File: src/rtl/cdr_pkg.sv
package cdr_pkg;
  // One recovered line sample: strobe marks the cycle the bit is taken.
  typedef struct packed {
    logic stb;
    logic val;
  } rbit_t;
endpackage

File: src/rtl/cdr_sync.sv
module cdr_sync #(
  parameter int STAGES = 2
) (
  input  logic clk,
  input  logic rst_n,
  input  logic din,
  output logic rst_n_o,
  output logic dout
);
  logic [STAGES-1:0] rs_q;
  logic [STAGES-1:0] ds_q;

  // reset: asserted at once, removed after STAGES clocks
  always_ff @(posedge clk or negedge rst_n) begin
    if (!rst_n) rs_q <= '0;
    else        rs_q <= {rs_q[STAGES-2:0], 1'b1};
  end

  // line synchronizer
  always_ff @(posedge clk or negedge rst_n) begin
    if (!rst_n) ds_q <= '0;
    else        ds_q <= {ds_q[STAGES-2:0], din};
  end

  assign rst_n_o = rs_q[STAGES-1];
  assign dout    = ds_q[STAGES-1];
endmodule

File: src/rtl/cdr_phase.sv
module cdr_phase
  import cdr_pkg::*;
#(
  parameter int OSR = 4
) (
  input  logic  clk,
  input  logic  rst_n,
  input  logic  smp,
  output rbit_t rbit
);
  localparam int PW   = $clog2(OSR);
  localparam int HALF = OSR / 2;
  localparam int QW   = $clog2(2 * OSR + 1);

  logic [PW-1:0] cnt_q, cnt_d, ph_q, ph_d, tgt_q, tgt_d;
  logic          pend_q, pend_d, last_q;
  logic          edge_w, upd_pt, eff_v;
  logic [PW-1:0] eff_t, diff;

  always_comb begin
    edge_w = smp ^ last_q;
    upd_pt = (cnt_q == ph_q + PW'(HALF));
    eff_v  = edge_w | pend_q;
    eff_t  = edge_w ? cnt_q + PW'(HALF) : tgt_q;
    diff   = eff_t - ph_q;
    cnt_d  = cnt_q + PW'(1);
    ph_d   = ph_q;
    pend_d = pend_q;
    tgt_d  = tgt_q;
    if (upd_pt) begin
      // correction point sits half a bit away from the sample point
      pend_d = 1'b0;
      if (eff_v && diff != '0)
        ph_d = (diff > PW'(HALF)) ? ph_q - PW'(1) : ph_q + PW'(1);
    end else if (edge_w) begin
      pend_d = 1'b1;
      tgt_d  = cnt_q + PW'(HALF);
    end
  end

  always_ff @(posedge clk or negedge rst_n) begin
    if (!rst_n) begin
      cnt_q  <= '0;
      ph_q   <= '0;
      tgt_q  <= '0;
      pend_q <= 1'b0;
      last_q <= 1'b0;
    end else begin
      cnt_q  <= cnt_d;
      ph_q   <= ph_d;
      tgt_q  <= tgt_d;
      pend_q <= pend_d;
      last_q <= smp;
    end
  end

  assign rbit.stb = (cnt_q == ph_q);
  assign rbit.val = smp;

  // checker state: cycles since last edge and since last bit sample
  logic [QW-1:0] quiet_q, gap_q;
  logic          seen_q;
  always_ff @(posedge clk or negedge rst_n) begin
    if (!rst_n) begin
      quiet_q <= '0;
      gap_q   <= '0;
      seen_q  <= 1'b0;
    end else begin
      if (edge_w)                   quiet_q <= '0;
      else if (quiet_q < QW'(OSR))  quiet_q <= quiet_q + QW'(1);
      if (rbit.stb)                 gap_q <= QW'(1);
      else if (gap_q < QW'(2*OSR))  gap_q <= gap_q + QW'(1);
      if (rbit.stb)                 seen_q <= 1'b1;
    end
  end

  p_step_one_r5: assert property (@(posedge clk) disable iff (!rst_n)
    !$stable(ph_q) |-> (ph_q == $past(ph_q) + PW'(1)) || (ph_q == $past(ph_q) - PW'(1)));

  p_hold_quiet_r5: assert property (@(posedge clk) disable iff (!rst_n)
    (quiet_q >= QW'(OSR) && !edge_w) |=> $stable(ph_q));

  p_bit_gap_r5: assert property (@(posedge clk) disable iff (!rst_n)
    (rbit.stb && seen_q) |-> (gap_q >= QW'(OSR-1) && gap_q <= QW'(OSR+1)));
endmodule

File: src/rtl/cdr_deser.sv
module cdr_deser
  import cdr_pkg::*;
#(
  parameter int SYM_W = 5
) (
  input  logic             clk,
  input  logic             rst_n,
  input  rbit_t            rbit,
  output logic [SYM_W-1:0] sym_data,
  output logic             sym_vld
);
  localparam int CW = $clog2(SYM_W);

  logic             prev_q, prev_d, nrz;
  logic [SYM_W-2:0] sr_q, sr_d;
  logic [CW-1:0]    n_q, n_d;
  logic [SYM_W-1:0] dat_q, dat_d;
  logic             vld_q, vld_d;

  always_comb begin
    nrz    = rbit.val ^ prev_q;
    prev_d = prev_q;
    sr_d   = sr_q;
    n_d    = n_q;
    dat_d  = dat_q;
    vld_d  = 1'b0;
    if (rbit.stb) begin
      prev_d = rbit.val;
      if (n_q == CW'(SYM_W-1)) begin
        dat_d = {sr_q, nrz};
        vld_d = 1'b1;
        n_d   = '0;
      end else begin
        sr_d = {sr_q[SYM_W-3:0], nrz};
        n_d  = n_q + CW'(1);
      end
    end
  end

  always_ff @(posedge clk or negedge rst_n) begin
    if (!rst_n) begin
      prev_q <= 1'b0;
      sr_q   <= '0;
      n_q    <= '0;
      dat_q  <= '0;
      vld_q  <= 1'b0;
    end else begin
      prev_q <= prev_d;
      sr_q   <= sr_d;
      n_q    <= n_d;
      dat_q  <= dat_d;
      vld_q  <= vld_d;
    end
  end

  assign sym_data = dat_q;
  assign sym_vld  = vld_q;

  p_vld_pulse_r3: assert property (@(posedge clk) disable iff (!rst_n)
    sym_vld |=> !sym_vld);

  p_vld_needs_bit_r3: assert property (@(posedge clk) disable iff (!rst_n)
    sym_vld |-> $past(rbit.stb));

  p_data_hold_r4: assert property (@(posedge clk) disable iff (!rst_n)
    !sym_vld |-> $stable(sym_data));
endmodule

File: src/rtl/cdr_rx.sv
module cdr_rx
  import cdr_pkg::*;
#(
  parameter int OSR    = 4,
  parameter int SYM_W  = 5,
  parameter int STAGES = 2
) (
  input  logic             clk,
  input  logic             rst_n,
  input  logic             ser_in,
  output logic [SYM_W-1:0] sym_data,
  output logic             sym_vld
);
  logic  rst_n_i;
  logic  smp;
  rbit_t rbit;

  cdr_sync #(.STAGES(STAGES)) u_sync (
    .clk(clk), .rst_n(rst_n), .din(ser_in), .rst_n_o(rst_n_i), .dout(smp)
  );

  cdr_phase #(.OSR(OSR)) u_phase (
    .clk(clk), .rst_n(rst_n_i), .smp(smp), .rbit(rbit)
  );

  cdr_deser #(.SYM_W(SYM_W)) u_deser (
    .clk(clk), .rst_n(rst_n_i), .rbit(rbit), .sym_data(sym_data), .sym_vld(sym_vld)
  );
endmodule

File: config.mk
export PLATFORM = sky130hd
export DESIGN_NAME = cdr_rx
export DESIGN_NICKNAME = d
export VERILOG_FILES = /design/src/rtl/cdr_pkg.sv /design/src/rtl/cdr_sync.sv /design/src/rtl/cdr_phase.sv /design/src/rtl/cdr_deser.sv /design/src/rtl/cdr_rx.sv
export SDC_FILE = /design/constraint.sdc
export NUM_CORES = 1
export LEC_CHECK = 0
export ABC_AREA = 1
export BUFFER_PORTS_ARGS = -buffer_cell sky130_fd_sc_hd__buf_4
export CAP_MARGIN = 20
export CORE_MARGIN = 4
export CORE_UTILIZATION = 55
export CTS_BUF_LIST = sky130_fd_sc_hd__clkbuf_4
export DETAILED_ROUTE_END_ITERATION = 16
export PLACE_DENSITY_LB_ADDON = 0.08
export SYNTH_ARGS = -nofsm -noshare
export SYNTH_HDL_FRONTEND = slang
export SYNTH_SLANG_ARGS = --single-unit
File: constraint.sdc
create_clock -name clk -period 0.9 [get_ports clk]
set_input_delay 0.18 -clock clk [delete_from_list [all_inputs] [get_ports clk]]
set_output_delay 0.18 -clock clk [all_outputs]
set_load 0.02 [all_outputs]
# Word-level counts from Yosys, hierarchy flattened
# Cells that the tools add are included.
# word_totals
elab_cells	40
register_bits	26
# classes
n_addsub	7
reduce_logical	6
muxes	7
magnitude_cmp	1
bitwise	4
eq_ne	3
# op_table
operator	n
AND reduction 2 bit	3
adder 2 x 1 -> 2 bit (second input constant)	2
adder 2 bit (second input constant)	2
equality test 2 bit	2
2-to-1 mux 1 bit	4
2-to-1 mux 2 bit	2
nonzero test 2 bit	2
adder 3 x 1 -> 3 bit (second input constant)	1
equality test 3 bit (second input constant)	1
2-to-1 mux 3 bit	1
greater-than comparator 2 bit (second input constant)	1
subtractor 2 x 1 -> 2 bit (second input constant)	1
subtractor 2 bit	1
bitwise XOR 1 bit	2
logical AND 1 bit	1
inverter 1 bit	1
OR 1 bit	1

# Depth between registers and ports, before layout
# logic_depth
depth_word	6
depth_mapped	14
ltp_nobuf	14

# Modules after synthesis
# From an unflattened synthesis, not the netlist that was laid out.
# unflattened
hier_cells	127
area_unflattened_um2	1173.6
# by_module_without_submodules
module	area_each_um2	seq_area_each_um2	instances	cells_per_inst
cdr_deser	599.3	350.3	1	64
cdr_phase	470.5	200.2	1	58
cdr_sync	103.8	100.1	1	5

# Worst setup path after synthesis
# OpenSTA, ideal clock, no wires.
# synth_timing
kind	flip-flop to flip-flop
startpoint	register u_sync.ds_q[1]
endpoint	register u_phase.ph_q[1]
t_required_ns	0.783
stages_incl_launch_ff	15
arrival_ns	1.687
setup_time_ns	0.117
slack_ns	-0.904
synth_period_minus_slack_ns	1.804
cell_sequence	dfrtp_1 inv_1 nand2_1 nand2_1 inv_1 nand2_1 o21ai_0 ha_1 xor2_1 nand3_1 nand2_1 a21oi_2 nand3_1 nand2_1 nand2_1
# synth_between
elab_chain_len	6
word_cells_on_any_way	9
# synth_lines
item	line_no	text
start: declaration	cdr_sync.sv:11	logic [STAGES-1:0] ds_q;
start signal: assignment	cdr_sync.sv:22	else ds_q <= {ds_q[STAGES-2:0], din};
bitwise XOR 1 bit (*)	cdr_phase.sv:21	edge_w = smp ^ last_q;
parallel branches: the longest is 5 deep, another holds subtractor 2 bit	n/a	
end signal: assignment	cdr_phase.sv:50	ph_q <= ph_d;
end: declaration	cdr_phase.sv:15	logic [PW-1:0] cnt_q, cnt_d, ph_q, ph_d, tgt_q, tgt_d;
# Every way passes the cells marked *.
# A chain may end at the register's enable or synchronous reset.

# Worst setup path after layout
# layout_timing
startpoint	register u_phase.last_q
endpoint	register u_phase.ph_q[1]
# layout_between
elab_chain_len	6
word_cells_on_any_way	9
# layout_lines
item	line_no	text
start: declaration	cdr_phase.sv:16	logic pend_q, pend_d, last_q;
start signal: assignment	cdr_phase.sv:53	last_q <= smp;
bitwise XOR 1 bit (*)	cdr_phase.sv:21	
parallel branches: the longest is 5 deep, another holds subtractor 2 bit	n/a	
# Marks and branches as above.

==> results.txt <==
RSZ-0062 raised after global routing -> yes
Fin Setup TNS -> -12.34 ns
CP Buf/Inv Count -> 2
Crit path max-delay family -> simple AND/OR/NAND/NOR gates
Nature of the critical path startpoint -> flop
Avg Cell Area, Syn -> 10.2 um2
Core area -> 2000 um2
Clock-pin slew on the worst setup and hold paths -> 0.14 ns
Flop2flop setup slack -> -0.98 ns
Setup ws final -> -0.975 ns
Crit. Startpoint -> u_phase.last_q
Port Buffers -> 8
Post-DP HPWL -> 1580 um
Global route total overflow -> 0
Post-route cell area -> 1740 um2
DP Area -> 1440 um2
Num CTS Buffers -> 3
DR vias -> 959
Hold Crit Class -> in -> async
Peak VDD IR -> 3.06 mV
Largest cells by area after synthesis -> dfrtp_1 55%, nand2_1 8.2%, inv_1 5.1%
Psw -> 2.30 mW
Mapped cell area -> 1180 um2
Largest net degree at the start of global routing -> 17
Final nets -> 170
Post-synthesis sequential area ratio -> 55.0%
Worst-path cell chain -> inv_2 > nand2_2 > nand2_2 > inv_2 > nand2_2 > o21ai_2 > ha_2 > xor2_1 > nand3_1 > nand2_1 > a21oi_2 > nand3_1 > nand2_1 > nand2_1
MaxCap Viol Count -> 0
Crit end category -> flop
Number of antenna violations at the first check in global routing -> 0
Final core utilization -> 86.9%
Placed Cells incl. Taps -> 170
Clk pwr share -> 8.8%
Final ANT Viol Nets -> 0
# diodes -> 0
Initial DRC Count -> 21
Clock Sinks -> 26
CTS root buf -> clkbuf_4
Pint -> 3.42 mW
Crit path to -> u_phase.ph_q[1]
Clk_lat worst skew -> 0.32 ns
Die area -> 2960 um2
Pwr dens -> 3290 nW/um2
CTS Buffer Depth -> 2
DRC -> 0
Die W -> 54.4 um
Final GP Congestion -> 0.732
I/O pin total -> 9
CP peak stage delay -> 0.45 ns
Failing checks -> negative setup slack
Hold WS -> 0.159 ns
Critical path's slowest cell -> dfrtp_1
Final Hold Fails -> 0
Fillcell total -> 101
Leak -> 0.877 nW
RR Endpoint -> u_phase.ph_q[1]
Sequential Power Share -> 34.0%
CP arrival -> 2.11 ns
H-tree levels -> 1
CTS tree -> yes
First-pass GRT wire length -> 4300 um
Vias per cell -> 5.05
Ratio of cells with drive above 1 in the final layout -> 50.9%
Power Total -> 5.72 mW
All-Layer GR Usage -> 21.2%
Levels on crit path -> 14
Yosys warns -> 0
Crit Path Class -> reg -> reg
Fin crit period -> 1.88 ns
Setup Skew -> 0.00650 ns
Area growth syn-to-layout -> 46.9%
Launch point of the worst reg-to-reg path -> u_phase.last_q
Distinct cell type count after synthesis -> 25
Die Ht -> 54.4 um
Post-Layout Cell Count -> 190
Sw Ratio -> 40.3%
Reg2Reg Depth -> 14
Worst EP required -> 1.14 ns
Comb power frac -> 57.2%
Pre-CTS worst setup slack -> -0.998 ns
Per-cell routed wire length -> 14.4 um
Setup-failing EPs final -> 26
Vias in the first global route -> 976
Mapped Cells -> 116
Site Rows -> 16
Yosys top cell by area -> dfrtp_1
Final slew viol count -> 0
TritonRoute pass-1 iters -> 4
Drt total wl -> 2740 um
Final period util -> 208%
Syn Nets -> 122
Area share of the largest cell type after synthesis -> 55.0%
Crit-path max FO -> 3
Max Fclk -> 0.533 GHz
Outcome -> finished with violations
Register bit total from synthesis -> 26
Initial Utilization -> 59.1%
[worst reg2reg max path: stages (launching register included)]
cell     delay [ns]
dfrtp_1        0.45
inv_2          0.08
nand2_2        0.06
nand2_2        0.08
inv_2          0.06
nand2_2        0.06
o21ai_2        0.06
ha_2           0.20
xor2_1         0.14
nand3_1        0.11
nand2_1        0.08
a21oi_2        0.20
nand3_1        0.10
nand2_1        0.06
nand2_1        0.04
[cells by family (layout without fill, tap and decap cells)]
group / count (synthesis) / count (layout) / synth area share, %
simple gates: 42 / 42 / 18.1
flops: 26 / 26 / 55.0
buf+inv: 20 / 67 / 6.45
compound gates: 14 / 14 / 6.76
xor+xnor: 7 / 7 / 6.45
fa+ha+maj: 3 / 3 / 3.17
mux: 3 / 3 / 3.81
other cells: 1 / 1 / 0.317
[cell type report]
type / instances / area (um2) / share of cell area [%]
multi-input combinational: 70 / 553 / 31.8
clock inverter: 1 / 3.75 / 0.216
sequential: 26 / 654 / 37.6
clock buffer: 3 / 22.5 / 1.29
timing repair buffer: 44 / 388 / 22.3
inverter: 19 / 83.8 / 4.82
tap: 27 / 33.8 / 1.94
[placed cells by master (no fill, tap or decap), drive strengths merged]
| cell | count |
|---|---|
| buf | 42 |
| nand2 | 28 |
| dfrtp | 26 |
| inv | 19 |
| o21ai | 9 |
| nand3 | 8 |
| xor2 | 5 |
| mux2 | 3 |
| clkbuf | 3 |
| nor2 | 3 |
| ha | 3 |
| nand4 | 2 |
| o21a | 2 |
| dlygate4sd3 | 2 |
| xnor2 | 2 |
| a21oi | 2 |
| or2 | 1 |
| o22ai | 1 |
| clkinv | 1 |
| conb | 1 |
[worst min path at each step]
stage | start | depth (start not counted) | slack (ns) | end
6_report | rst_n | 2 | 0.16 | u_sync.rs_q[0]
2_1_floorplan | rst_n | 0 | -0.12 | u_sync.ds_q[0]
4_1_cts | rst_n | 2 | 0.15 | u_sync.rs_q[0]
3_3_place_gp | rst_n | 1 | -0.03 | u_sync.rs_q[0]
5_1_grt | rst_n | 2 | 0.15 | u_sync.rs_q[1]
3_5_place_dp | rst_n | 1 | -0.02 | u_sync.rs_q[0]
[layer usage]
layer | global-route usage, % | vias to the layer above | routed length [um]
met5 | 0 | - | 0
met4 | 8.71 | 0 | 52
met3 | 3.27 | 7 | 78
met2 | 38.4 | 27 | 1530
met1 | 24.6 | 462 | 1080
li1 | - | 463 | -
[flip-flops by register name, indices dropped and copies added (netlist names)]
register          cells
u_phase.tgt_q         2
u_deser.sr_q          4
u_deser.sym_vld       1
u_phase.ph_q          2
u_sync.rs_q           2
u_phase.last_q        1
u_deser.sym_data      5
u_deser.prev_q        1
u_deser.n_q           3
u_phase.pend_q        1
u_sync.ds_q           2
u_phase.cnt_q         2
[what timing repair did]
action,in CTS,in global routing
pin swaps,14,10
gates resized for setup,25,21
endpoints found under the setup margin,26,25
setup buffers,7,7
endpoints found under the hold margin,5,0
hold buffers,2,0
[power by group through the flow]
stage          logic (mW)  clock network, mW  registers, mW
5_1_grt              3.56              0.566           2.00
3_5_place_dp         2.45                  0           1.89
2_1_floorplan        1.48                  0           1.96
6_report             3.27              0.502           1.95
4_1_cts              2.82              0.514           1.91
3_3_place_gp         2.37                  0           1.86
[Yosys cell counts]
| master | instances |
|---|---|
| a21oi_1 | 1 |
| inv_1 | 16 |
| xor2_1 | 4 |
| nand2_4 | 2 |
| xor2_2 | 1 |
| conb_1 | 1 |
| or2_1 | 1 |
| buf_2 | 1 |
| o22ai_1 | 1 |
| nor2_8 | 1 |
| nand4_1 | 2 |
| o21ai_0 | 3 |
| xnor2_1 | 1 |
| nand3_1 | 8 |
| o21ai_1 | 6 |
| inv_2 | 3 |
| nand2_1 | 26 |
| a21oi_2 | 1 |
| xnor2_2 | 1 |
| o21a_1 | 2 |
| nor2_1 | 1 |
| nor2_4 | 1 |
| mux2_4 | 3 |
| dfrtp_1 | 26 |
| ha_1 | 3 |
Note: power is estimated with default switching activity, not from simulation.
